`config.mk`:
```
export PLATFORM = sky130hd
export DESIGN_NAME = chario_irq_ctrl
export DESIGN_NICKNAME = d
export VERILOG_FILES = /design/src/rtl/chario_pkg.sv /design/src/rtl/chario_decode.sv /design/src/rtl/chario_ports.sv /design/src/rtl/chario_irq.sv /design/src/rtl/chario_irq_ctrl.sv
export SDC_FILE = /design/constraint.sdc
export NUM_CORES = 1
export LEC_CHECK = 0
export ABC_CLOCK_PERIOD_IN_PS = 3200
export BUFFER_PORTS_ARGS = -buffer_cell sky130_fd_sc_hd__clkbuf_2
export CAP_MARGIN = 5
export CORE_ASPECT_RATIO = 1.1
export CORE_MARGIN = 4
export CORE_UTILIZATION = 44
export DETAILED_ROUTE_END_ITERATION = 16
export HOLD_SLACK_MARGIN = 0.1
export PLACE_DENSITY = 0.84
export SYNTH_ARGS = -nofsm -noshare
export SYNTH_HDL_FRONTEND = slang
export SYNTH_SLANG_ARGS = --single-unit
```
`constraint.sdc`:
```
create_clock -name clk -period 3.2 [get_ports clk]
set_clock_uncertainty 0.2 [all_clocks]
set_input_delay 0.64 -clock clk [delete_from_list [all_inputs] [get_ports clk]]
set_output_delay 0.64 -clock clk [all_outputs]
set_load 0.05 [all_outputs]
```
`src/rtl/chario_pkg.sv`:
```
package chario_pkg;
  localparam int SEL_W   = 6;
  localparam int SEL_INP = 5;
  localparam int SEL_OUT = 4;
  localparam int SEL_SKI = 3;
  localparam int SEL_SKO = 2;
  localparam int SEL_ION = 1;
  localparam int SEL_IOF = 0;

  typedef struct packed {
    logic inp;
    logic outc;
    logic ski;
    logic sko;
    logic ion;
    logic iof;
  } io_cmd_t;
endpackage

```
`src/rtl/chario_decode.sv`:
```
module chario_decode
  import chario_pkg::*;
(
  input  logic             io_exec,
  input  logic [SEL_W-1:0] io_sel,
  output io_cmd_t          cmd
);
  logic [SEL_W-1:0] gated;

  genvar g;
  generate
    for (g = 0; g < SEL_W; g++) begin : g_gate
      assign gated[g] = io_exec & io_sel[g];
    end
  endgenerate

  always_comb begin
    cmd.inp  = gated[SEL_INP];
    cmd.outc = gated[SEL_OUT];
    cmd.ski  = gated[SEL_SKI];
    cmd.sko  = gated[SEL_SKO];
    cmd.ion  = gated[SEL_ION];
    cmd.iof  = gated[SEL_IOF];
  end
endmodule

```
`src/rtl/chario_ports.sv`:
```
module chario_ports #(
  parameter int CHAR_W = 8
) (
  input  logic              clk,
  input  logic              rst_n,
  input  logic              in_valid,
  output logic              in_ready,
  input  logic [CHAR_W-1:0] in_data,
  output logic              out_valid,
  input  logic              out_ready,
  output logic [CHAR_W-1:0] out_data,
  input  logic              inp_do,
  input  logic              out_do,
  input  logic [CHAR_W-1:0] acc_in,
  output logic [CHAR_W-1:0] rx_char,
  output logic              fgi,
  output logic              fgo
);
  logic              fgi_q, fgo_q;
  logic [CHAR_W-1:0] rx_q, tx_q;
  logic              take_in, take_out;

  assign take_in  = in_valid & ~fgi_q;
  assign take_out = out_ready & ~fgo_q;

  always_ff @(posedge clk) begin
    if (!rst_n) begin
      fgi_q <= 1'b0;
      fgo_q <= 1'b1;
      rx_q  <= '0;
      tx_q  <= '0;
    end else begin
      if (take_in) begin
        rx_q  <= in_data;
        fgi_q <= 1'b1;
      end else if (inp_do) begin
        fgi_q <= 1'b0;
      end
      if (out_do) begin
        tx_q  <= acc_in;
        fgo_q <= 1'b0;
      end else if (take_out) begin
        fgo_q <= 1'b1;
      end
    end
  end

  assign in_ready  = ~fgi_q;
  assign out_valid = ~fgo_q;
  assign out_data  = tx_q;
  assign rx_char   = rx_q;
  assign fgi       = fgi_q;
  assign fgo       = fgo_q;

  assert_in_sets_flag_R2: assert property (@(posedge clk) disable iff (!rst_n)
    (in_valid && in_ready) |=> (fgi_q && rx_q == $past(in_data)));

  assert_flag_keeps_R2: assert property (@(posedge clk) disable iff (!rst_n)
    (fgi_q && !inp_do) |=> fgi_q);

  assert_out_holds_R3: assert property (@(posedge clk) disable iff (!rst_n)
    (out_valid && !out_ready && !out_do) |=> (out_valid && $stable(out_data)));
endmodule

```
`src/rtl/chario_irq.sv`:
```
module chario_irq #(
  parameter int ADDR_W    = 12,
  parameter int WORD_W    = 16,
  parameter int SAVE_ADDR = 0
) (
  input  logic              clk,
  input  logic              rst_n,
  input  logic [2:0]        sc_phase,
  input  logic              ion,
  input  logic              iof,
  input  logic              fgi,
  input  logic              fgo,
  input  logic [ADDR_W-1:0] pc_in,
  output logic              irq_cycle,
  output logic              mem_we,
  output logic [ADDR_W-1:0] mem_addr,
  output logic [WORD_W-1:0] mem_wdata,
  output logic              pc_clear,
  output logic              pc_bump,
  output logic              sc_clear
);
  localparam int PAD_W = WORD_W - ADDR_W;

  logic              ien_q, r_q;
  logic [ADDR_W-1:0] tr_q;
  logic              outside, want, step0, step1, step2;

  assign outside = (sc_phase == 3'b000);
  assign want    = outside & ien_q & (fgi | fgo);
  assign step0   = r_q & sc_phase[0];
  assign step1   = r_q & sc_phase[1];
  assign step2   = r_q & sc_phase[2];

  always_ff @(posedge clk) begin
    if (!rst_n) begin
      ien_q <= 1'b0;
      r_q   <= 1'b0;
      tr_q  <= '0;
    end else begin
      if (step2 || iof)  ien_q <= 1'b0;
      else if (ion)      ien_q <= 1'b1;
      if (step2)         r_q <= 1'b0;
      else if (want)     r_q <= 1'b1;
      if (step0)         tr_q <= pc_in;
    end
  end

  assign irq_cycle = r_q;
  assign mem_we    = step1;
  assign mem_addr  = ADDR_W'(SAVE_ADDR);
  assign mem_wdata = {{PAD_W{1'b0}}, tr_q};
  assign pc_clear  = step1;
  assign pc_bump   = step2;
  assign sc_clear  = step2;

  assert_rise_cause_R6: assert property (@(posedge clk) disable iff (!rst_n)
    $rose(r_q) |-> $past(sc_phase == 3'b000 && ien_q && (fgi || fgo)));

  assert_exit_clears_R7: assert property (@(posedge clk) disable iff (!rst_n)
    (r_q && sc_phase[2]) |=> (!r_q && !ien_q));

  assert_saved_pc_R7: assert property (@(posedge clk) disable iff (!rst_n)
    (r_q && sc_phase[1] && $past(r_q && sc_phase[0]))
      |-> (mem_wdata[ADDR_W-1:0] == $past(pc_in)));
endmodule

```
`src/rtl/chario_irq_ctrl.sv`:
```
module chario_irq_ctrl
  import chario_pkg::*;
#(
  parameter int CHAR_W    = 8,
  parameter int ADDR_W    = 12,
  parameter int WORD_W    = 16,
  parameter int SAVE_ADDR = 0
) (
  input  logic              clk,
  input  logic              rst_n,
  input  logic              in_valid,
  output logic              in_ready,
  input  logic [CHAR_W-1:0] in_data,
  output logic              out_valid,
  input  logic              out_ready,
  output logic [CHAR_W-1:0] out_data,
  input  logic              io_exec,
  input  logic [SEL_W-1:0]  io_sel,
  input  logic [CHAR_W-1:0] acc_lo_in,
  output logic [CHAR_W-1:0] acc_lo_out,
  output logic              acc_lo_load,
  input  logic [ADDR_W-1:0] pc_in,
  output logic              pc_inc,
  output logic              pc_clear,
  input  logic [2:0]        sc_phase,
  output logic              sc_clear,
  output logic              irq_cycle,
  output logic              mem_we,
  output logic [ADDR_W-1:0] mem_addr,
  output logic [WORD_W-1:0] mem_wdata
);
  io_cmd_t cmd;
  logic    fgi, fgo, pc_bump;

  chario_decode u_decode (
    .io_exec (io_exec),
    .io_sel  (io_sel),
    .cmd     (cmd)
  );

  chario_ports #(.CHAR_W(CHAR_W)) u_ports (
    .clk       (clk),
    .rst_n     (rst_n),
    .in_valid  (in_valid),
    .in_ready  (in_ready),
    .in_data   (in_data),
    .out_valid (out_valid),
    .out_ready (out_ready),
    .out_data  (out_data),
    .inp_do    (cmd.inp),
    .out_do    (cmd.outc),
    .acc_in    (acc_lo_in),
    .rx_char   (acc_lo_out),
    .fgi       (fgi),
    .fgo       (fgo)
  );

  chario_irq #(.ADDR_W(ADDR_W), .WORD_W(WORD_W), .SAVE_ADDR(SAVE_ADDR)) u_irq (
    .clk       (clk),
    .rst_n     (rst_n),
    .sc_phase  (sc_phase),
    .ion       (cmd.ion),
    .iof       (cmd.iof),
    .fgi       (fgi),
    .fgo       (fgo),
    .pc_in     (pc_in),
    .irq_cycle (irq_cycle),
    .mem_we    (mem_we),
    .mem_addr  (mem_addr),
    .mem_wdata (mem_wdata),
    .pc_clear  (pc_clear),
    .pc_bump   (pc_bump),
    .sc_clear  (sc_clear)
  );

  assign acc_lo_load = cmd.inp;
  assign pc_inc      = pc_bump | (cmd.ski & fgi) | (cmd.sko & fgo);

  assert_skip_flag_R4: assert property (@(posedge clk) disable iff (!rst_n)
    (io_exec && io_sel[SEL_SKI] && !in_ready && !irq_cycle) |-> pc_inc);

  assert_quiet_R8: assert property (@(posedge clk) disable iff (!rst_n)
    (!io_exec && !irq_cycle) |-> (!pc_inc && !acc_lo_load));
endmodule

```
# Yosys cells after proc, flatten, opt, wreduce, memory -nomap -nowiden
# Index checks and enable logic that the tools add are counted.
dict set report word_totals {
  register_bits 32
  elab_cells 38
  in_bits 42
  output_inout_bits 52
}
dict set report classes {
  n_bitwise 21
  muxes 4
  n_reduce_logical 6
}
# operator count
set ops {}
lappend ops {{AND 1 bit} 15}
lappend ops {{two-way mux 1 bit} 4}
lappend ops {{nonzero test 2 bit} 2}
lappend ops {{OR reduction 2 bit} 2}
lappend ops {{logical NOT 3 bit} 1}
lappend ops {{NOT 1 bit} 3}
lappend ops {{OR 1 bit} 3}
lappend ops {{logical OR 1 bit} 1}

# Longest topological paths before layout
# Gate-level depths: netlist (run 1).
dict set report logic_depth {
  ltp_word 4
  ltp_mapped 4
  mapped_depth_nobuf 3
}

# Cells and area by module
# From an unflattened synthesis (run 1), not the netlist that was laid out.
dict set report unflattened {
  hier_cells 159
  hier_area_um2 1522.7
}
# mod n_inst seq_area_each_um2 area_per_inst_um2 cells_each
set by_module_without_submodules {}
lappend by_module_without_submodules {chario_irq 1 280.3 763.2 82}
lappend by_module_without_submodules {chario_ports 1 360.3 711.9 70}
lappend by_module_without_submodules {chario_decode 1 0.0 37.5 6}
lappend by_module_without_submodules {chario_irq_ctrl 1 0.0 10.0 1}

# Worst setup path before layout (run 1)
# No wires, ideal clock.
dict set report synth_path {
  path_type {register to output}
  startpoint {register u_irq.r_q, in the netlist u_irq.irq_cycle}
  endpoint {output pc_inc}
  path_stages_with_launch 3
  t_required_ps 2360
  setup_slack_ps 670
  path_buffers 0
  arrival_time_ps 1690
  path_cell_list {dfxtp_1 and2_1 a21o_1}
}
dict set report synth_between {
  elab_chain_len 3
}
# element line_no
set synth_rtl {}
lappend synth_rtl {{start, declared} chario_irq.sv:24} ;# logic ien_q, r_q;
lappend synth_rtl {{start signal, assigned} chario_irq.sv:37} ;# r_q <= 1'b0;
lappend synth_rtl {{start signal, assigned} chario_irq.sv:42} ;# if (step2) r_q <= 1'b0;
lappend synth_rtl {{start signal, assigned} chario_irq.sv:43} ;# else if (want) r_q <= 1'b1;
lappend synth_rtl {{AND 1 bit} chario_irq.sv:32} ;# assign step2 = r_q & sc_phase[2];
lappend synth_rtl {{named net sc_clear} chario_irq_ctrl.sv:26} ;# output logic sc_clear,
lappend synth_rtl {{OR 1 bit (2 in a row)} chario_irq_ctrl.sv:77} ;# assign pc_inc = pc_bump | (cmd.ski & fgi) | (cmd.sko & fgo);
lappend synth_rtl {{end, declared} chario_irq_ctrl.sv:23} ;# output logic pc_inc,
# The timed path passes the listed nets, and every way through them passes these cells.

# Worst setup path in the final report (run 1)
dict set report layout_path {
  startpoint {register u_irq.r_q, in the netlist u_irq.irq_cycle}
  endpoint {output pc_inc}
}
dict set report layout_between {
  elab_chain_len 3
}
# element line_no
set layout_rtl {}
lappend layout_rtl {{AND 1 bit} chario_irq.sv:32}
lappend layout_rtl {{OR 1 bit (2 in a row)} chario_irq_ctrl.sv:77}
# No other way between the ends.

==> flow_summary.yaml, run 1 <==
status:
  run_status: "finished clean"
synth:
  synth_area_per_cell_sq_um: 8.35
  netlist_top_cells_area: "dfxtp_1 46%, nand2_1 14%, buf_4 9.2%"
  ys_dominant_reg_cell: "dfxtp_1"
  yosys_warnings: 0
  netlist_area_sq_mm: 0.00139
  ys_seq_elements: 32
  synth.most_common_cell: "nand2_1"
  async_flop_share_pct: 0
  yosysUniqueCellTypes: 28
  syn_inst: 166
  yosysTopAreaCell: "dfxtp_1"
  synth-edff-count: 0
  synth.top_cell.area_share_pct: 46.2
  seq_area_frac_synth_pct: 46.2
  ys_top_cells_by_count: "50 x nand2_1, 32 x dfxtp_1, 21 x a21oi_1"
cts:
  numCtsBuffers: 5
  htree_levels: 2
  cts.repair.resized: 0
  clockRootBuffer: "clkbuf_4"
  cts_setup_buffers: 0
  clk_pin_slew_ps: 90
  cts_tree: "built"
  cts.sinks: 32
  max-clock-path-buffers: 2
  hold_buffers: 0
  insertion_delay_ps: 320
layout:
  fillers: 295
  nNetsFinal: 281
  area_growth_pct: 27.9
  fin_util_pct: 58.2
  fin_cells: 274
  antenna_cells: 0
  drive_above_1_share_pct: 40.8
sta:
  worstMarginPinSlew_ps: 619
  relSlewSlack_pct: 58.6
  fin_setup_tns_ps: 0
  drv_slew: 0
  period_share_pct: 69.7
  setup_slack_ps: 970
  rsz0062_at_grt: "false"
  setup_viol: 0
  finalCriticalPeriod_ps: 2230
  max_freq_ghz: 0.449
  hold_viol: 0
global_routing:
  grt_overflow: 0
  antenna_found_initial: 0
  grt_max_degree: 32
  grt_pass1_vias: 1136
  grt_first_pass_wirelength_microns: 4770
  gr-usage-all-layers_pct: 16.2
route:
  ant_nets: 0
  routed_wl_microns: 3110
  route.detailed.drc: 0
  via_per_inst: 4.61
  vias: 1263
  wl_per_cell_microns: 11.3
  dr.pass1.iters: 4
  drt_iter0_drc: 31
critical_path:
  worst_path_largest_cell_delay_ps: 440
  path_class: "reg2out"
  cpLargestDelayFamily: "flip-flops"
  slowest_stage: "dfxtp_1"
  cp_num_buf_inv: 1
  crit_chain: "and2_1, a21o_1, clkbuf_2"
  arrival_ps: 1390
  required_ps: 2360
  critPathLaunchType: "register"
  cp-end-kind: "output port"
  critPathMaxFanout: 7
floorplan:
  dieArea_sq_mm: 0.00411
  io_pins: 94
  core_area_sq_mm: 0.00305
  rows: 21
  die_h_microns: 66.9
  die_w_microns: 61.5
  initial_core_util_pct: 45.5
hold_path:
  holdCritPathClass: "reg2reg"
run:
  drv_cap: 0
place:
  gp_congestion: 0.727
  io_buffers: 77
  dp_cells: 266
  pre_cts_ws_ps: 974
  dp_hpwl_microns: 2390
pwr:
  total_power_uw: 937
  p_per_area_mw_per_mm2: 528
  p_leak_nw: 0.844
  ir_worst_vdd_mv: 0.402
==> registers in the layout, indices dropped and copies added (netlist names) <==
| signal | flops |
|---|---|
| u_irq.ien_q | 1 |
| u_irq.tr_q | 12 |
| u_ports.fgi | 1 |
| u_ports.out_data | 8 |
| u_ports.fgo | 1 |
| u_irq.irq_cycle | 1 |
| u_ports.rx_char | 8 |
==> layer usage <==
| metal | wire length (microns) | part of all wire (%) | up-vias | track usage (%) |
|---|---|---|---|---|
| li1 | - | - | 657 | - |
| met3 | 275 | 8.9 | 8 | 4.84 |
| met4 | 95 | 3.1 | 0 | 10.6 |
| met2 | 1480 | 48 | 55 | 25.4 |
| met5 | 0 | 0 | - | 0 |
| met1 | 1250 | 40 | 543 | 18.4 |
==> cell usage in the layout (no fill, tap or decap), types with 2 or more instances in the layout <==
cell,synthesis,routed
nor2_1,2,2
clkbuf_8,0,2
nand3_1,8,8
nand2_1,50,50
a21oi_2,8,8
clkbuf_4,0,5
conb_1,1,16
inv_1,2,2
and2_1,3,3
dfxtp_1,32,32
clkbuf_2,1,77
a21oi_1,21,21
==> worst register-to-register path, delay by kind of cell (launching register included) <==
kind             cells  cell delay, ps
flip-flops           1             380
AND/OR/NAND/NOR      2             610
AO/OA/AOI/OAI        1             130
==> power breakdown <==
group | total, mW | leakage (nW) | switching [mW] | internal (mW)
registers | 0.420 | 0.261 | 0.00821 | 0.411
logic | 0.176 | 0.532 | 0.134 | 0.0418
clock network | 0.341 | 0.0515 | 0.134 | 0.207
total | 0.937 | 0.844 | 0.276 | 0.661
==> stage by stage <==
step                hold slack [ps]  area, sq um
floorplan                       299         1440
global placement                243         1680
detailed placement              247         1680
CTS                             260         1770
global route                    278         1770
finish                          259         1770
==> path summary, 6_finish.rpt <==
kind                                    startpoint                          endpoint  slack (ps)  depth (start not counted)
setup / recovery      u_irq.irq_cycle$_SDFFE_PP0P_                            pc_inc         970                          3
hold / removal    u_ports.out_data[3]$_SDFFE_PN0P_  u_ports.out_data[3]$_SDFFE_PN0P_         260                          2
setup reg to reg          u_ports.fgi$_SDFFE_PN0P_   u_ports.rx_char[1]$_SDFFE_PN0P_        1830                          3
hold reg to reg   u_ports.out_data[3]$_SDFFE_PN0P_  u_ports.out_data[3]$_SDFFE_PN0P_         260                          2
==> cells by family after synthesis <==
kind of cell,synth area share [%]
flops,46.2
simple gates,22.1
compound gates,16.7
other cells,0.270
buf+inv,14.7
==> area by class of cell <==
cell class / instances / area, sq um / share of cell area, %
well taps: 34 / 42.5 / 2.40
repair buffers: 77 / 385 / 21.7
clock inverters: 1 / 30.0 / 1.69
flip-flops and latches: 32 / 641 / 36.1
clock buffers: 7 / 65.1 / 3.67
multi-input cells: 120 / 598 / 33.7
inverters: 3 / 11.3 / 0.635
(Power assumes the default switching activity.)
==> run 2: changes to the inputs <==
ABC_AREA = 1   (was default)
ABC_CLOCK_PERIOD_IN_PS = 2200   (was 3200)
CORE_UTILIZATION = 40   (was 44)
PLACE_DENSITY = 0.79   (was 0.84)
clock period = 2.2 ns   (was 3.2 ns; I/O delays follow)
==> run 2 against run 1 <==
Against the previous run:
- worst hold slack worse by 120 ps
- power increased by 45%
- critical path type unchanged
- first-iteration DRC count grew 130%
- non-clock buffer count unchanged
- utilization shrank 3.0 points
- clock-buffer cell count down 1
- die area is 3.7% higher
- final area fell by 3.6%
- sequential cell count unchanged
==> flow_summary.yaml, run 2 <==
layout:
  fillers: 327
  largest-register: "u_irq.tr_q"
  largest_reg_flops: 12
  fin_util_pct: 55.1
  final_cell_mix: "77 x clkbuf_2, 58 x nor2_1, 32 x dfxtp_1"
  antenna_cells: 0
  drive_above_1_share_pct: 36.5
  final_common_cell: "clkbuf_2"
  area_growth_pct: 30.1
  fin_cells: 283
  nNetsFinal: 290
cts:
  clockRootBuffer: "clkbuf_4"
  cts_tree: "built"
  max-clock-path-buffers: 2
  numCtsBuffers: 5
  clk_pin_slew_ps: 100
  hold_buffers: 0
  cts.repair.resized: 0
  htree_levels: 2
  cts.sinks: 32
  insertion_delay_ps: 320
  cts_setup_buffers: 0
global_routing:
  gr-usage-all-layers_pct: 15.2
  grt_overflow: 0
  grt_pass1_vias: 1164
  antenna_found_initial: 0
  grt_max_degree: 32
  grt_first_pass_wirelength_microns: 5090
status:
  run_status: "finished clean"
pwr:
  p_sw_share_pct: 32.5
  p_leak_nw: 0.910
  p_int_uw: 915
  ir_worst_vdd_mv: 0.459
  seqPwrFrac_pct: 45.9
  p_per_area_mw_per_mm2: 793
  pwr-share-comb_pct: 22.2
  p_sw_uw: 441
  p_clk_share_pct: 31.9
floorplan:
  core_area_sq_mm: 0.00310
  die_h_microns: 68.1
  die_w_microns: 62.6
  dieArea_sq_mm: 0.00427
  io_pins: 94
  initial_core_util_pct: 42.4
  rows: 21
critical_path:
  cp_num_buf_inv: 1
  path_class: "reg2out"
  arrival_ps: 1240
  critPathMaxFanout: 5
  cpLargestDelayFamily: "flip-flops"
  cp-end-kind: "output port"
  slowest_stage: "dfxtp_1"
  worst_path_largest_cell_delay_ps: 420
  critPathLaunchType: "register"
  required_ps: 1560
  crit_chain: "nand2_1, nand3_1, clkbuf_2"
route:
  via_per_inst: 4.46
  vias: 1262
  drt_iter0_drc: 71
  route.detailed.drc: 0
  routed_wl_microns: 3070
  wl_per_cell_microns: 10.8
  ant_nets: 0
  dr.pass1.iters: 4
synth:
  yosysTopAreaCell: "dfxtp_1"
  yosysUniqueCellTypes: 18
  synth.top_cell.area_share_pct: 48.8
  synth.most_common_cell: "nor2_1"
  synth_xor_area_share_pct: 0
  ys_top_cells_by_count: "58 x nor2_1, 32 x dfxtp_1, 25 x o21ai_0"
  seq_area_frac_synth_pct: 48.8
  async_flop_share_pct: 0
  netlist_area_sq_mm: 0.00131
  synth_top_family_by_area: "simple AND/OR/NAND/NOR gates"
  synth_area_per_cell_sq_um: 7.68
  yosys_warnings: 0
  ys_dominant_reg_cell: "dfxtp_1"
  synth.area.mux_share_pct: 0
  synthAdderAreaFrac_pct: 0
  ys_seq_elements: 32
  yosys.area_share.simple_pct: 22.8
  syn_inst: 171
  synth_compound_area_share_pct: 12.4
  netlist_top_cells_area: "dfxtp_1 49%, nor2_1 17%, buf_4 9.7%"
  synth-edff-count: 0
sta:
  hold_viol: 0
  fin_worst_hold_slack_ps: 134
  period_share_pct: 85.5
  fin_setup_tns_ps: 0
  max_freq_ghz: 0.531
  worstMarginPinSlew_ps: 520
  drv_slew: 0
  setup_viol: 0
  finalCriticalPeriod_ps: 1880
  rsz0062_at_grt: "false"
  relSlewSlack_pct: 65.3
run:
  drv_cap: 0
place:
  gp_congestion: 0.664
  dp_hpwl_microns: 2380
  io_buffers: 77
  dp_cells: 275
hold_path:
  holdCritPathClass: "in2reg"
==> run 2: cell types whose count changed after synthesis, moves of 2 or more <==
cell / previous run / this run
nor2_1: 2 / 58
nand2_1: 50 / 8
o21ai_0: 1 / 25
a21oi_1: 21 / 2
a21oi_2: 8 / 0
inv_1: 2 / 6
nand3_1: 8 / 4
o21ai_1: 0 / 4
and2_1: 3 / 0
clkbuf_1: 2 / 0
inv_2: 1 / 3
==> run 2: path summary, 6_finish.rpt <==
path	from	endpoint	slack, ps	depth (start not counted)
min reg2reg	u_ports.out_data[0]$_SDFFE_PN0P_	u_ports.out_data[0]$_SDFFE_PN0P_	290	2
max	u_irq.irq_cycle$_SDFFE_PP0P_	pc_inc	320	3
max reg2reg	u_irq.irq_cycle$_SDFFE_PP0P_	u_irq.tr_q[6]$_SDFFE_PN0P_	940	4
min	out_ready	u_ports.fgo$_SDFFE_PN1P_	130	3
==> run 2: cell families after synthesis <==
kind of cell / Yosys count
AOI/OAI and AO/OA: 32
buffers and inverters: 32
DFF: 32
other: 1
and+or+nand+nor: 74
==> run 2: area by class of cell <==
cell class / instances / area (sq um) / share of cell area [%]
flip-flops and latches: 32 / 641 / 37.5
multi-input cells: 122 / 522 / 30.5
repair buffers: 77 / 385 / 22.5
inverters: 10 / 42.5 / 2.49
well taps: 34 / 42.5 / 2.49
clock buffers: 6 / 41.3 / 2.42
clock inverters: 2 / 35.0 / 2.05
==> run 2: power groups by stage <==
| stage | combinational (mW) | clock [mW] | sequential, mW |
|---|---|---|---|
| floorplan | 0.164 | 0 | 0.718 |
| global placement | 0.301 | 0 | 0.635 |
| detailed placement | 0.303 | 0 | 0.636 |
| CTS | 0.303 | 0.451 | 0.622 |
| global route | 0.325 | 0.475 | 0.627 |
| finish | 0.301 | 0.433 | 0.622 |
==> run 2: per-layer routing <==
metal | vias up | part of all wire, % | global-route usage, %
met5 | - | 0 | 0
met4 | 0 | 1.9 | 7.99
met3 | 8 | 9.3 | 5.58
met2 | 53 | 49 | 25.4
met1 | 542 | 40 | 17.3
li1 | 659 | - | -
==> run 2: per-stage QoR <==
| step | area, sq um | setup WS (ps) | total power, mW |
|---|---|---|---|
| after global routing | 1710 | 221 | 1.43 |
| after floorplan | 1370 | 170 | 0.882 |
| after CTS | 1710 | 296 | 1.38 |
| final | 1710 | 318 | 1.36 |
| after global placement | 1630 | 522 | 0.935 |
| after detailed placement | 1630 | 512 | 0.938 |
==> run 2: worst register-to-register path, stage by stage, from the launching register on <==
cell and delay [ps]:
dfxtp_1 420, nand2_2 190, inv_2 230, nor2_1 70
nor2_1 100
